File: src/rtl/hz_pkg.sv
package hz_pkg;
    localparam int STG_IF = 0;
    localparam int STG_ID = 1;
    localparam int STG_OF = 2;
    localparam int STG_EX = 3;
    localparam int STG_WO = 4;
    localparam int NSTG   = 5;
    localparam int NSRC   = 2;

    typedef enum logic [1:0] {
        FWD_REG = 2'd0,
        FWD_WO  = 2'd1,
        FWD_RET = 2'd2
    } fwd_src_e;

    typedef enum logic {
        ST_FLOW  = 1'b0,
        ST_HOLD2 = 1'b1
    } raw_state_e;
endpackage

File: src/rtl/hz_mem_arb.sv
module hz_mem_arb (
    input  logic if_vld,
    input  logic if_mem,
    input  logic of_vld,
    input  logic of_mem,
    output logic port_conflict,
    output logic grant_of
);
    logic if_wants;
    logic of_wants;

    always_comb begin
        if_wants      = if_vld & if_mem;
        of_wants      = of_vld & of_mem;
        grant_of      = of_wants;
        port_conflict = if_wants & of_wants;
    end
endmodule

File: src/rtl/hz_raw_fsm.sv
module hz_raw_fsm
    import hz_pkg::*;
#(
    parameter int REG_W = 5
) (
    input  logic                       clk,
    input  logic                       rst_n,
    input  logic                       fwd_en,
    input  logic                       of_vld,
    input  logic                       ex_vld,
    input  logic                       wo_vld,
    input  logic [NSRC-1:0][REG_W-1:0] of_src,
    input  logic [REG_W-1:0]           ex_dst,
    input  logic [REG_W-1:0]           wo_dst,
    output logic                       raw_stall
);
    localparam logic [REG_W-1:0] REG_ZERO = '0;

    raw_state_e      state_q;
    raw_state_e      state_nxt;
    logic [NSRC-1:0] hit_ex;
    logic [NSRC-1:0] hit_wo;
    logic            raw_ex;
    logic            raw_wo;

    for (genvar s = 0; s < NSRC; s++) begin : g_cmp
        assign hit_ex[s] = (of_src[s] != REG_ZERO) && (of_src[s] == ex_dst);
        assign hit_wo[s] = (of_src[s] != REG_ZERO) && (of_src[s] == wo_dst);
    end

    assign raw_ex = !fwd_en && of_vld && ex_vld && (|hit_ex);
    assign raw_wo = !fwd_en && of_vld && wo_vld && (|hit_wo);

    always_ff @(posedge clk or negedge rst_n) begin
        if (!rst_n) begin
            state_q <= ST_FLOW;
        end else begin
            state_q <= state_nxt;
        end
    end

    always_comb begin
        state_nxt = state_q;
        unique case (state_q)
            ST_FLOW: begin
                if (raw_ex) begin
                    state_nxt = ST_HOLD2;
                end
            end
            ST_HOLD2: begin
                state_nxt = raw_ex ? ST_HOLD2 : ST_FLOW;
            end
        endcase
    end

    always_comb begin
        raw_stall = 1'b0;
        unique case (state_q)
            ST_FLOW:  raw_stall = raw_ex | raw_wo;
            ST_HOLD2: raw_stall = 1'b1;
        endcase
    end
endmodule

File: src/rtl/hz_fwd_sel.sv
module hz_fwd_sel
    import hz_pkg::*;
#(
    parameter int REG_W = 5
) (
    input  logic                       clk,
    input  logic                       rst_n,
    input  logic                       fwd_en,
    input  logic                       ex_vld,
    input  logic [NSRC-1:0][REG_W-1:0] ex_src,
    input  logic                       wo_vld,
    input  logic [REG_W-1:0]           wo_dst,
    output logic [NSRC-1:0][1:0]       sel
);
    localparam logic [REG_W-1:0] REG_ZERO = '0;

    logic             ret_vld;
    logic [REG_W-1:0] ret_dst;

    always_ff @(posedge clk or negedge rst_n) begin
        if (!rst_n) begin
            ret_vld <= 1'b0;
            ret_dst <= REG_ZERO;
        end else begin
            ret_vld <= wo_vld && (wo_dst != REG_ZERO);
            ret_dst <= wo_dst;
        end
    end

    for (genvar s = 0; s < NSRC; s++) begin : g_src
        fwd_src_e pick;
        always_comb begin
            pick = FWD_REG;
            if (fwd_en && ex_vld && (ex_src[s] != REG_ZERO)) begin
                if (wo_vld && (wo_dst == ex_src[s])) begin
                    pick = FWD_WO;
                end else if (ret_vld && (ret_dst == ex_src[s])) begin
                    pick = FWD_RET;
                end
            end
        end
        assign sel[s] = pick;
    end
endmodule

File: src/rtl/pipe_hazard_ctl.sv
module pipe_hazard_ctl
    import hz_pkg::*;
#(
    parameter int REG_W = 5
) (
    input  logic             clk,
    input  logic             rst_n,
    input  logic             fwd_en,
    input  logic [NSTG-1:0]  stg_vld,
    input  logic [NSTG-1:0]  stg_mem,
    input  logic [REG_W-1:0] of_src_a,
    input  logic [REG_W-1:0] of_src_b,
    input  logic [REG_W-1:0] ex_src_a,
    input  logic [REG_W-1:0] ex_src_b,
    input  logic [REG_W-1:0] ex_dst,
    input  logic [REG_W-1:0] wo_dst,
    output logic             hold_if,
    output logic             hold_id,
    output logic             hold_of,
    output logic             bubble_id,
    output logic             bubble_ex,
    output logic             mem_to_of,
    output logic [1:0]       fwd_a,
    output logic [1:0]       fwd_b
);
    logic                       port_conflict;
    logic                       raw_stall;
    logic [NSRC-1:0][REG_W-1:0] of_src;
    logic [NSRC-1:0][REG_W-1:0] ex_src;
    logic [NSRC-1:0][1:0]       sel;
    logic                       unused_flags;

    assign of_src = {of_src_b, of_src_a};
    assign ex_src = {ex_src_b, ex_src_a};
    assign unused_flags = ^{stg_vld[STG_ID], stg_mem[STG_ID], stg_mem[STG_EX], stg_mem[STG_WO]};

    hz_mem_arb u_mem_arb (
        .if_vld        (stg_vld[STG_IF]),
        .if_mem        (stg_mem[STG_IF]),
        .of_vld        (stg_vld[STG_OF]),
        .of_mem        (stg_mem[STG_OF]),
        .port_conflict (port_conflict),
        .grant_of      (mem_to_of)
    );

    hz_raw_fsm #(.REG_W(REG_W)) u_raw_fsm (
        .clk       (clk),
        .rst_n     (rst_n),
        .fwd_en    (fwd_en),
        .of_vld    (stg_vld[STG_OF]),
        .ex_vld    (stg_vld[STG_EX]),
        .wo_vld    (stg_vld[STG_WO]),
        .of_src    (of_src),
        .ex_dst    (ex_dst),
        .wo_dst    (wo_dst),
        .raw_stall (raw_stall)
    );

    hz_fwd_sel #(.REG_W(REG_W)) u_fwd_sel (
        .clk    (clk),
        .rst_n  (rst_n),
        .fwd_en (fwd_en),
        .ex_vld (stg_vld[STG_EX]),
        .ex_src (ex_src),
        .wo_vld (stg_vld[STG_WO]),
        .wo_dst (wo_dst),
        .sel    (sel)
    );

    // The deeper stall decides where the bubble lands; the port grant never waits on it.
    always_comb begin
        hold_of   = raw_stall;
        hold_id   = raw_stall;
        hold_if   = raw_stall | port_conflict;
        bubble_ex = raw_stall;
        bubble_id = port_conflict & ~raw_stall;
        fwd_a     = sel[0];
        fwd_b     = sel[1];
    end
endmodule

File: config.mk
export PLATFORM = sky130hd
export DESIGN_NAME = pipe_hazard_ctl
export DESIGN_NICKNAME = d
export VERILOG_FILES = /design/src/rtl/hz_pkg.sv /design/src/rtl/hz_mem_arb.sv /design/src/rtl/hz_raw_fsm.sv /design/src/rtl/hz_fwd_sel.sv /design/src/rtl/pipe_hazard_ctl.sv
export SDC_FILE = /design/constraint.sdc
export NUM_CORES = 1
export LEC_CHECK = 0
export ABC_AREA = 1
export BUFFER_PORTS_ARGS = -buffer_cell sky130_fd_sc_hd__buf_4
export CORE_MARGIN = 8
export CORE_UTILIZATION = 48
export CTS_BUF_LIST = sky130_fd_sc_hd__clkbuf_16
export CTS_CLUSTER_SIZE = 10
export DETAILED_ROUTE_END_ITERATION = 12
export GPL_ROUTABILITY_DRIVEN = 0
export HOLD_SLACK_MARGIN = 0.08
export PLACE_DENSITY = 0.92
export SLEW_MARGIN = 20
export SYNTH_ARGS = -nofsm -noshare
export SYNTH_HDL_FRONTEND = slang
export SYNTH_SLANG_ARGS = --single-unit
File: constraint.sdc
create_clock -name clk -period 1.7 [get_ports clk]
set_clock_uncertainty 0.15 [all_clocks]
set_input_delay 0.085 -clock clk [delete_from_list [all_inputs] [get_ports clk]]
set_output_delay 0.085 -clock clk [all_outputs]
set_load 0.02 [all_outputs]
==> impl_metrics.csv, run 1 <==
group,metric,value,unit
finish,layout.nets,252,
job,cap_violations,0,
timing,tightestPinTransition,0.325,ns
timing,post-route-worst-setup-slack,0.119,ns
global_route,grt_max_degree,9,
timing,period_needed,1.58,ns
detailed_routing,drt_iter0_drc,45,
timing,finalSetupViolations,0,
global_route,grt_pass1_wl,5240,um
synth,synth_top_area_frac,0.181,
critical_path,crit_path_start,"u_fwd_sel.ret_dst[3]",
die,core,1940,sq um
timing,maxSlewViolCount,0,
critical_path,end_kind,"output port",
detailed_routing,ant_nets,0,
synth,synth_area,970,sq um
finish,fin_cells,235,
synth,yosysMostFrequentCell,"nand2_1",
detailed_routing,drc_errors,0,
detailed_routing,totalWireLength,3350,um
placement,hpwl,2510,um
die,io_pins,53,
clocking,cts_sinks,7,
pwr,clkPwrFrac,0.460,
timing,fin_crit_sh,0.930,
detailed_routing,via_count,1167,
finish,fillers,153,
clocking,clk_path_buf_depth,2,
timing,clock.fmax,0.633,GHz
timing,max_slew_margin,0.782,
hold_path,hp-class,"input port to register",
global_route,grt_pass1_vias,1224,
finish,drive_gt1_frac,0.298,
clocking,cts_resized,0,
pwr,power_per_cell_area,581,nW/um^2
synth,synth_edf_count,0,
synth,yosysSeqAreaShare,0.181,
synth,netlist_top_cells_count,"nand2_1, inv_1, nor2_1",
finish,fin_util,0.761,
timing,hold_violations,0,
pwr,peakVddDrop,0.412,mV
finish,fin_area,1480,sq um
clocking,numCtsBuffers,3,
pwr,switching_share,0.274,
critical_path,crit_end,"fwd_b[1]",
critical_path,cp.arrival,1.35,ns
synth,synth_top_area_cell,"dfrtp_1",
pwr,switchingPower,0.235,mW
clocking,cts_tree,"done",
synth,ys_types,20,
detailed_routing,viasPerCell,4.97,
critical_path,cp-start-kind,"register",
die,dieHeight,60.9,um
timing,rsz0062_at_grt,"false",
synth,syn_nets,196,
pwr,p_int,0.624,mW
synth,syn_area_per_cell,6.34,sq um
die,die_w,60.9,um
hold_path,holdPathStages,5,
pwr,power,0.859,mW
placement,io_buffers,48,
pwr,seqPwrFrac,0.213,
clocking,root_buffer,"clkbuf_16",
synth,yosysWarningCount,0,
critical_path,critical_path_class,"register to output port",
pwr,p_comb_frac,0.328,
critical_path,critPathMaxFanout,3,
die,start_util,0.499,
synth,synth_area_leaders,"dfrtp_1, nand2_1, xnor2_1, xor2_1, inv_1",
detailed_routing,wl_per_cell,14.3,um
placement,place_ws,0.343,ns
clocking,clk_pin_slew,0.04,ns
global_route,grt_antenna_before_repair,0,
die,die_area,3710,sq um
die,fp-row-count,16,
critical_path,cp_data_required_time,1.46,ns
timing,hold_slack,0.0942,ns
placement,dpl.cell_count,223,
synth,synth-seq-cells,7,
finish,antenna_cells,0,
placement,dpl-instance-area,1320,sq um
clocking,htree_levels,1,
global_route,grt_use_total,0.189,
pwr,power_leakage,0.827,nW
synth,ys_async_sr_fraction,1.00,
finish,syn2layout_area_growth,52.4,%
detailed_routing,dr.pass1.iters,4,
synth,synth_flop_cell,"dfrtp_1",
synth,postSynthCellCount,153,
status,status,"finished clean",
timing,tns,0,ns
global_route,overflow,0,
==> cells by family after synthesis <==
family / synth area share
AND/OR/NAND/NOR: 0.395
buffers and inverters: 0.143
XOR/XNOR: 0.253
flip-flops: 0.181
AO/OA/AOI/OAI: 0.0284
==> routing by layer <==
| metal | vias to the layer above | routed length, um | global-route usage |
|---|---|---|---|
| met5 | - | 0 | 0 |
| met4 | 0 | 103 | 0.110 |
| met3 | 12 | 287 | 0.0466 |
| met2 | 64 | 1740 | 0.353 |
| met1 | 511 | 1220 | 0.182 |
| li1 | 580 | - | - |
==> power by group through the flow <==
| stage | registers [mW] | logic, mW | clock network [mW] |
|---|---|---|---|
| after global placement | 0.184 | 0.249 | 0 |
| final | 0.183 | 0.282 | 0.395 |
| after floorplan | 0.182 | 0.139 | 0 |
| after global routing | 0.183 | 0.307 | 0.413 |
| after detailed placement | 0.184 | 0.261 | 0 |
| after CTS | 0.183 | 0.278 | 0.398 |
==> worst min-delay path by stage <==
stage | from | endpoint | slack (ns)
after CTS | wo_dst[0] | u_fwd_sel.ret_vld | 0.08
after global routing | stg_vld[3] | u_raw_fsm.state_q | 0.15
final | stg_vld[3] | u_raw_fsm.state_q | 0.09
after floorplan | rst_n | u_fwd_sel.ret_dst[0] | -0.36
after detailed placement | rst_n | u_fwd_sel.ret_dst[3] | -0.25
after global placement | rst_n | u_fwd_sel.ret_dst[2] | -0.25
==> sequential cells by signal, indices dropped and copies added (netlist names) <==
register and count:
u_raw_fsm.state_q 1, u_fwd_sel.ret_vld 1, u_fwd_sel.ret_dst 5
==> placed cells by master (no fill, tap or decap) <==
cell type,instances
o21ai_0,1
nand3_2,1
buf_4,48
and2_1,2
or2_2,3
nor4_2,2
nand3_1,7
nand4_1,7
nor2_2,2
o22ai_1,2
inv_1,23
inv_2,3
xnor2_1,14
nor3_1,3
dfrtp_1,7
nor2_1,18
dlygate4sd3_1,8
clkbuf_16,3
nand2_1,38
xor2_1,14
a21oi_1,2
==> worst max-delay path, cell delays in order, from the launching register on <==
cell and delay (ns):
dfrtp_1 0.39, xnor2_1 0.17, nand2_1 0.07, nor3_1 0.14
nand4_1 0.09, nor2_1 0.12, buf_4 0.15
==> timing repair <==
item,4_1_cts,5_1_grt
hold buffers,8,0
setup buffers,0,0
hold endpoints to repair,13,0
==> layout make-up <==
type                            instances  area (sq um)  area share
Multi-Input combinational cell        116           656       0.444
Timing Repair Buffer                   56           440       0.298
Tap cell                               27          33.8      0.0229
Inverter                               25          93.8      0.0635
Clock inverter                          1          3.75     0.00254
Sequential cell                         7           175       0.119
Clock buffer                            3          75.1      0.0508
No activity file was read; power rests on OpenSTA's default activity.
==> inputs of run 2 (changes only) <==
--- a/config.mk
+++ b/config.mk
@@ -6,7 +6,7 @@
 export NUM_CORES = 1
 export LEC_CHECK = 0
 export ABC_AREA = 1
-export BUFFER_PORTS_ARGS = -buffer_cell sky130_fd_sc_hd__buf_4
+export BUFFER_PORTS_ARGS = -buffer_cell sky130_fd_sc_hd__buf_2
 export CORE_MARGIN = 8
 export CORE_UTILIZATION = 48
 export CTS_BUF_LIST = sky130_fd_sc_hd__clkbuf_16
==> impl_metrics.csv, run 2 (synthesis gave the netlist of run 1 again) <==
group,metric,value,unit
timing,finalSetupViolations,0,
finish,final_cell_mix,"buf_2, nand2_1, inv_1",
timing,maxSlewViolCount,0,
finish,antenna_cells,0,
timing,rsz0062_at_grt,"false",
detailed_routing,via_count,1130,
timing,fin_crit_sh,0.958,
placement,hpwl,2360,um
critical_path,end_kind,"output port",
clocking,post_cts_buffers,0,
finish,reg_top3,"u_fwd_sel.ret_dst x5, u_fwd_sel.ret_vld x1, u_raw_fsm.state_q x1",
critical_path,critical_path_class,"register to output port",
critical_path,cpMaxStageDelayCell,"dfrtp_1",
critical_path,path_cells,"xnor2_1, nand3_1, nor3_1, nand4_1, nor2_1, buf_2",
global_route,grt_antenna_before_repair,0,
global_route,grt_use_total,0.183,
critical_path,critPathBufInv,1,
global_route,grt_pass1_wl,5090,um
timing,hold_violations,0,
die,core,1940,sq um
job,cap_violations,0,
clocking,numCtsBuffers,3,
detailed_routing,viasPerCell,4.81,
finish,fillers,176,
clocking,clk_pin_slew,0.04,ns
finish,largest_register,"u_fwd_sel.ret_dst",
status,status,"finished clean",
critical_path,critPathMaxFanout,2,
pwr,peakVddDrop,0.377,mV
hold_path,min_to,"u_fwd_sel.ret_vld",
detailed_routing,dr.pass1.iters,4,
hold_path,worstHoldStart,"wo_dst[4]",
critical_path,crit_family,"flip-flops",
global_route,overflow,0,
clocking,htree_levels,1,
critical_path,cp_data_required_time,1.46,ns
hold_path,hp-class,"input port to register",
global_route,grt_max_degree,9,
detailed_routing,drc_errors,0,
timing,period_needed,1.63,ns
critical_path,cpPeakStageDelay,0.42,ns
timing,tightestPinTransition,0.330,ns
placement,io_buffers,48,
finish,syn2layout_area_growth,40.9,%
timing,clock.fmax,0.614,GHz
placement,dpl.cell_count,223,
critical_path,cp.arrival,1.39,ns
clocking,root_buffer,"clkbuf_16",
clocking,cts_sinks,7,
finish,fin_cells,235,
pwr,power,0.842,mW
global_route,grt_pass1_vias,1198,
finish,drive_gt1_frac,0.308,
hold_path,holdPathStages,3,
critical_path,cp-start-kind,"register",
timing,max_slew_margin,0.780,
die,dieHeight,60.9,um
die,die_w,60.9,um
die,fp-row-count,16,
die,io_pins,53,
timing,post-route-worst-setup-slack,0.0714,ns
placement,place_ws,0.332,ns
detailed_routing,totalWireLength,3030,um
timing,tns,0,ns
pwr,power_per_cell_area,617,nW/um^2
pwr,power_leakage,0.795,nW
finish,layout.nets,252,
detailed_routing,drt_iter0_drc,37,
finish,largest_reg_flops,5,
detailed_routing,ant_nets,0,
detailed_routing,wl_per_cell,12.9,um
clocking,clk_path_buf_depth,2,
die,die_area,3710,sq um
die,start_util,0.499,
finish,layout_commonest_cell,"buf_2",
timing,hold_slack,0.0948,ns
clocking,cts_tree,"done",
-- run 2: changes by cell type in the layout (fill, tap and decap cells not counted), sizes merged --
cell and change:
inv -1, clkinv +1
-- run 2: worst min-delay path, stage by stage --
cell and delay, ns:
buf_2 0.17, o21ai_0 0.12, inv_1 0.07
-- run 2: cell type report --
class / instances / area, sq um / share of cell area
Timing Repair Buffer: 56 / 323 / 0.236
Sequential cell: 7 / 175 / 0.128
Inverter: 25 / 93.8 / 0.0687
Multi-Input combinational cell: 116 / 661 / 0.484
Clock inverter: 1 / 5.00 / 0.00366
Clock buffer: 3 / 75.1 / 0.0549
Tap cell: 27 / 33.8 / 0.0247
-- run 2: where the power goes --
group	internal, mW	leakage (nW)	switching (mW)	total (mW)
sequential	0.175	0.0839	0.00784	0.183
combinational	0.114	0.670	0.136	0.250
clock	0.310	0.0409	0.0998	0.409
-- run 2: how the worst max path moves through the flow --
stage	from	end	depth (start not counted)
detailed placement	u_fwd_sel.ret_dst[3]	fwd_b[1]	6
global route	u_fwd_sel.ret_dst[3]	fwd_b[1]	6
floorplan	u_fwd_sel.ret_dst[4]	fwd_b[1]	4
finish	u_fwd_sel.ret_dst[2]	fwd_a[1]	6
CTS	u_fwd_sel.ret_dst[3]	fwd_b[1]	6
global placement	u_fwd_sel.ret_dst[2]	fwd_a[1]	6
-- run 2: repair_timing --
action,CTS,global route
hold endpoints to repair,13,0
hold buffers,8,0
setup endpoints to repair,0,1
gates resized for setup,0,2
-- run 2: metal layers --
layer | wire [um] | vias up | GRT usage
met4 | 148 | 0 | 0.156
met3 | 255 | 15 | 0.0508
met5 | 0 | - | 0
met2 | 1430 | 58 | 0.300
li1 | - | 576 | -
met1 | 1200 | 481 | 0.188
-- run 2: through the flow --
stage	instance area, sq um	utilization
finish	1370	0.704
global route	1370	0.704
CTS	1360	0.700
detailed placement	1200	0.617
global placement	1200	0.617
floorplan	970	-
==> inputs of run 3 (changes only) <==
--- a/config.mk
+++ b/config.mk
@@ -14,7 +14,7 @@
 export DETAILED_ROUTE_END_ITERATION = 12
 export GPL_ROUTABILITY_DRIVEN = 0
 export HOLD_SLACK_MARGIN = 0.08
-export PLACE_DENSITY = 0.92
+export PLACE_DENSITY = 0.95
 export SLEW_MARGIN = 20
 export SYNTH_ARGS = -nofsm -noshare
 export SYNTH_HDL_FRONTEND = slang
==> impl_metrics.csv, run 3 (synthesis gave the netlist of run 1 again) <==
group,metric,value,unit
global_route,grt_max_degree,9,
placement,place_ws,0.350,ns
global_route,grt_pass1_wl,4550,um
clocking,clk_pin_slew,0.04,ns
pwr,p_comb_frac,0.292,
finish,layout.nets,252,
detailed_routing,viasPerCell,4.83,
global_route,grt_use_total,0.166,
detailed_routing,drc_errors,0,
clocking,post_cts_buffers,0,
timing,tightestPinTransition,0.313,ns
die,dieHeight,60.9,um
detailed_routing,wl_per_cell,12.6,um
critical_path,cp_data_required_time,1.46,ns
pwr,peakVddDrop,0.421,mV
detailed_routing,drt_iter0_drc,46,
die,fp-row-count,16,
detailed_routing,totalWireLength,2970,um
finish,fin_area,1360,sq um
critical_path,cpMaxStageDelayCell,"dfrtp_1",
detailed_routing,ant_nets,0,
pwr,switchingPower,0.243,mW
placement,io_buffers,48,
finish,antenna_cells,0,
timing,rsz0062_at_grt,"false",
critical_path,path_cells,"xnor2_1, nand3_1, nor3_1, nand4_1, nor2_1, buf_2",
finish,syn2layout_area_growth,40.3,%
finish,drive_gt1_frac,0.298,
timing,post-route-worst-setup-slack,0.117,ns
critical_path,end_kind,"output port",
finish,layout_commonest_cell,"buf_2",
finish,largest_reg_flops,5,
global_route,overflow,0,
timing,hold_violations,0,
placement,hpwl,2260,um
clocking,cts_tree,"done",
pwr,power_per_cell_area,617,nW/um^2
clocking,numCtsBuffers,3,
die,start_util,0.499,
die,die_w,60.9,um
timing,clock.fmax,0.632,GHz
pwr,switching_share,0.290,
timing,fin_crit_sh,0.931,
timing,tns,0,ns
hold_path,hp-class,"input port to register",
finish,fin_util,0.700,
finish,final_cell_mix,"buf_2, nand2_1, inv_1",
timing,maxSlewViolCount,0,
critical_path,cpPeakStageDelay,0.39,ns
die,die_area,3710,sq um
clocking,htree_levels,1,
pwr,seqPwrFrac,0.217,
timing,period_needed,1.58,ns
critical_path,cp.arrival,1.35,ns
pwr,p_int,0.597,mW
clocking,root_buffer,"clkbuf_16",
clocking,cts_sinks,7,
finish,reg_top3,"u_fwd_sel.ret_dst x5, u_fwd_sel.ret_vld x1, u_raw_fsm.state_q x1",
placement,dpl-instance-area,1200,sq um
die,io_pins,53,
critical_path,cp-start-kind,"register",
critical_path,critical_path_class,"register to output port",
clocking,clk_path_buf_depth,2,
die,core,1940,sq um
detailed_routing,via_count,1134,
pwr,clkPwrFrac,0.490,
critical_path,critPathMaxFanout,2,
timing,max_slew_margin,0.791,
timing,finalSetupViolations,0,
critical_path,critPathBufInv,1,
critical_path,crit_family,"simple AND/OR/NAND/NOR gates",
global_route,grt_antenna_before_repair,0,
finish,largest_register,"u_fwd_sel.ret_dst",
pwr,power_leakage,0.794,nW
status,status,"finished clean",
job,cap_violations,0,
global_route,grt_pass1_vias,1037,
detailed_routing,dr.pass1.iters,4,
[run 3: cell types whose count changed in the layout (fill, tap and decap cells not counted), sizes merged]
cell    change
clkinv      -1
inv         +1
[run 3: final cells by class]
class / instances / area (sq um)
Timing Repair Buffer: 56 / 323
Fill cell: 171 / 582
Clock inverter: 1 / 3.75
Clock buffer: 3 / 75.1
Tap cell: 27 / 33.8
Inverter: 25 / 93.8
Multi-Input combinational cell: 116 / 656
Sequential cell: 7 / 175
[run 3: metal layers]
layer,global-route usage,share of wire,vias to the layer above
li1,-,-,579
met1,0.170,0.39,486
met2,0.284,0.49,56
met3,0.0403,0.084,13
met4,0.126,0.039,0
met5,0,0,-
[run 3: worst paths after layout]
check	start	endpoint	slack [ns]	depth (start not counted)
worst max-delay path	u_fwd_sel.ret_dst[2]	fwd_a[1]	0.12	6
worst min-delay path	stg_vld[3]	u_raw_fsm.state_q	0.11	5
min in group asynchronous	rst_n	u_fwd_sel.ret_dst[4]	0.65	3
max in group asynchronous	rst_n	u_fwd_sel.ret_dst[1]	0.52	3
[run 3: stage by stage]
| stage | hold WS, ns | power (mW) | instances |
|---|---|---|---|
| 3_3_place_gp | -0.229 | 0.405 | 223 |
| 6_report | 0.107 | 0.840 | 235 |
| 5_1_grt | 0.151 | 0.880 | 235 |
| 2_1_floorplan | -0.361 | 0.322 | 153 |
| 3_5_place_dp | -0.227 | 0.412 | 223 |
| 4_1_cts | 0.0959 | 0.838 | 235 |
[run 3: power groups by stage]
stage / registers (mW) / clock network, mW / logic, mW
detailed placement: 0.184 / 0 / 0.228
floorplan: 0.182 / 0 / 0.139
global route: 0.183 / 0.425 / 0.272
CTS: 0.182 / 0.411 / 0.244
finish: 0.182 / 0.412 / 0.246
global placement: 0.184 / 0 / 0.221
[run 3: timing repair]
action,CTS,global route
endpoints found under the hold margin,13,0
resized for setup,0,1
endpoints found under the setup margin,0,1
hold buffers,8,0
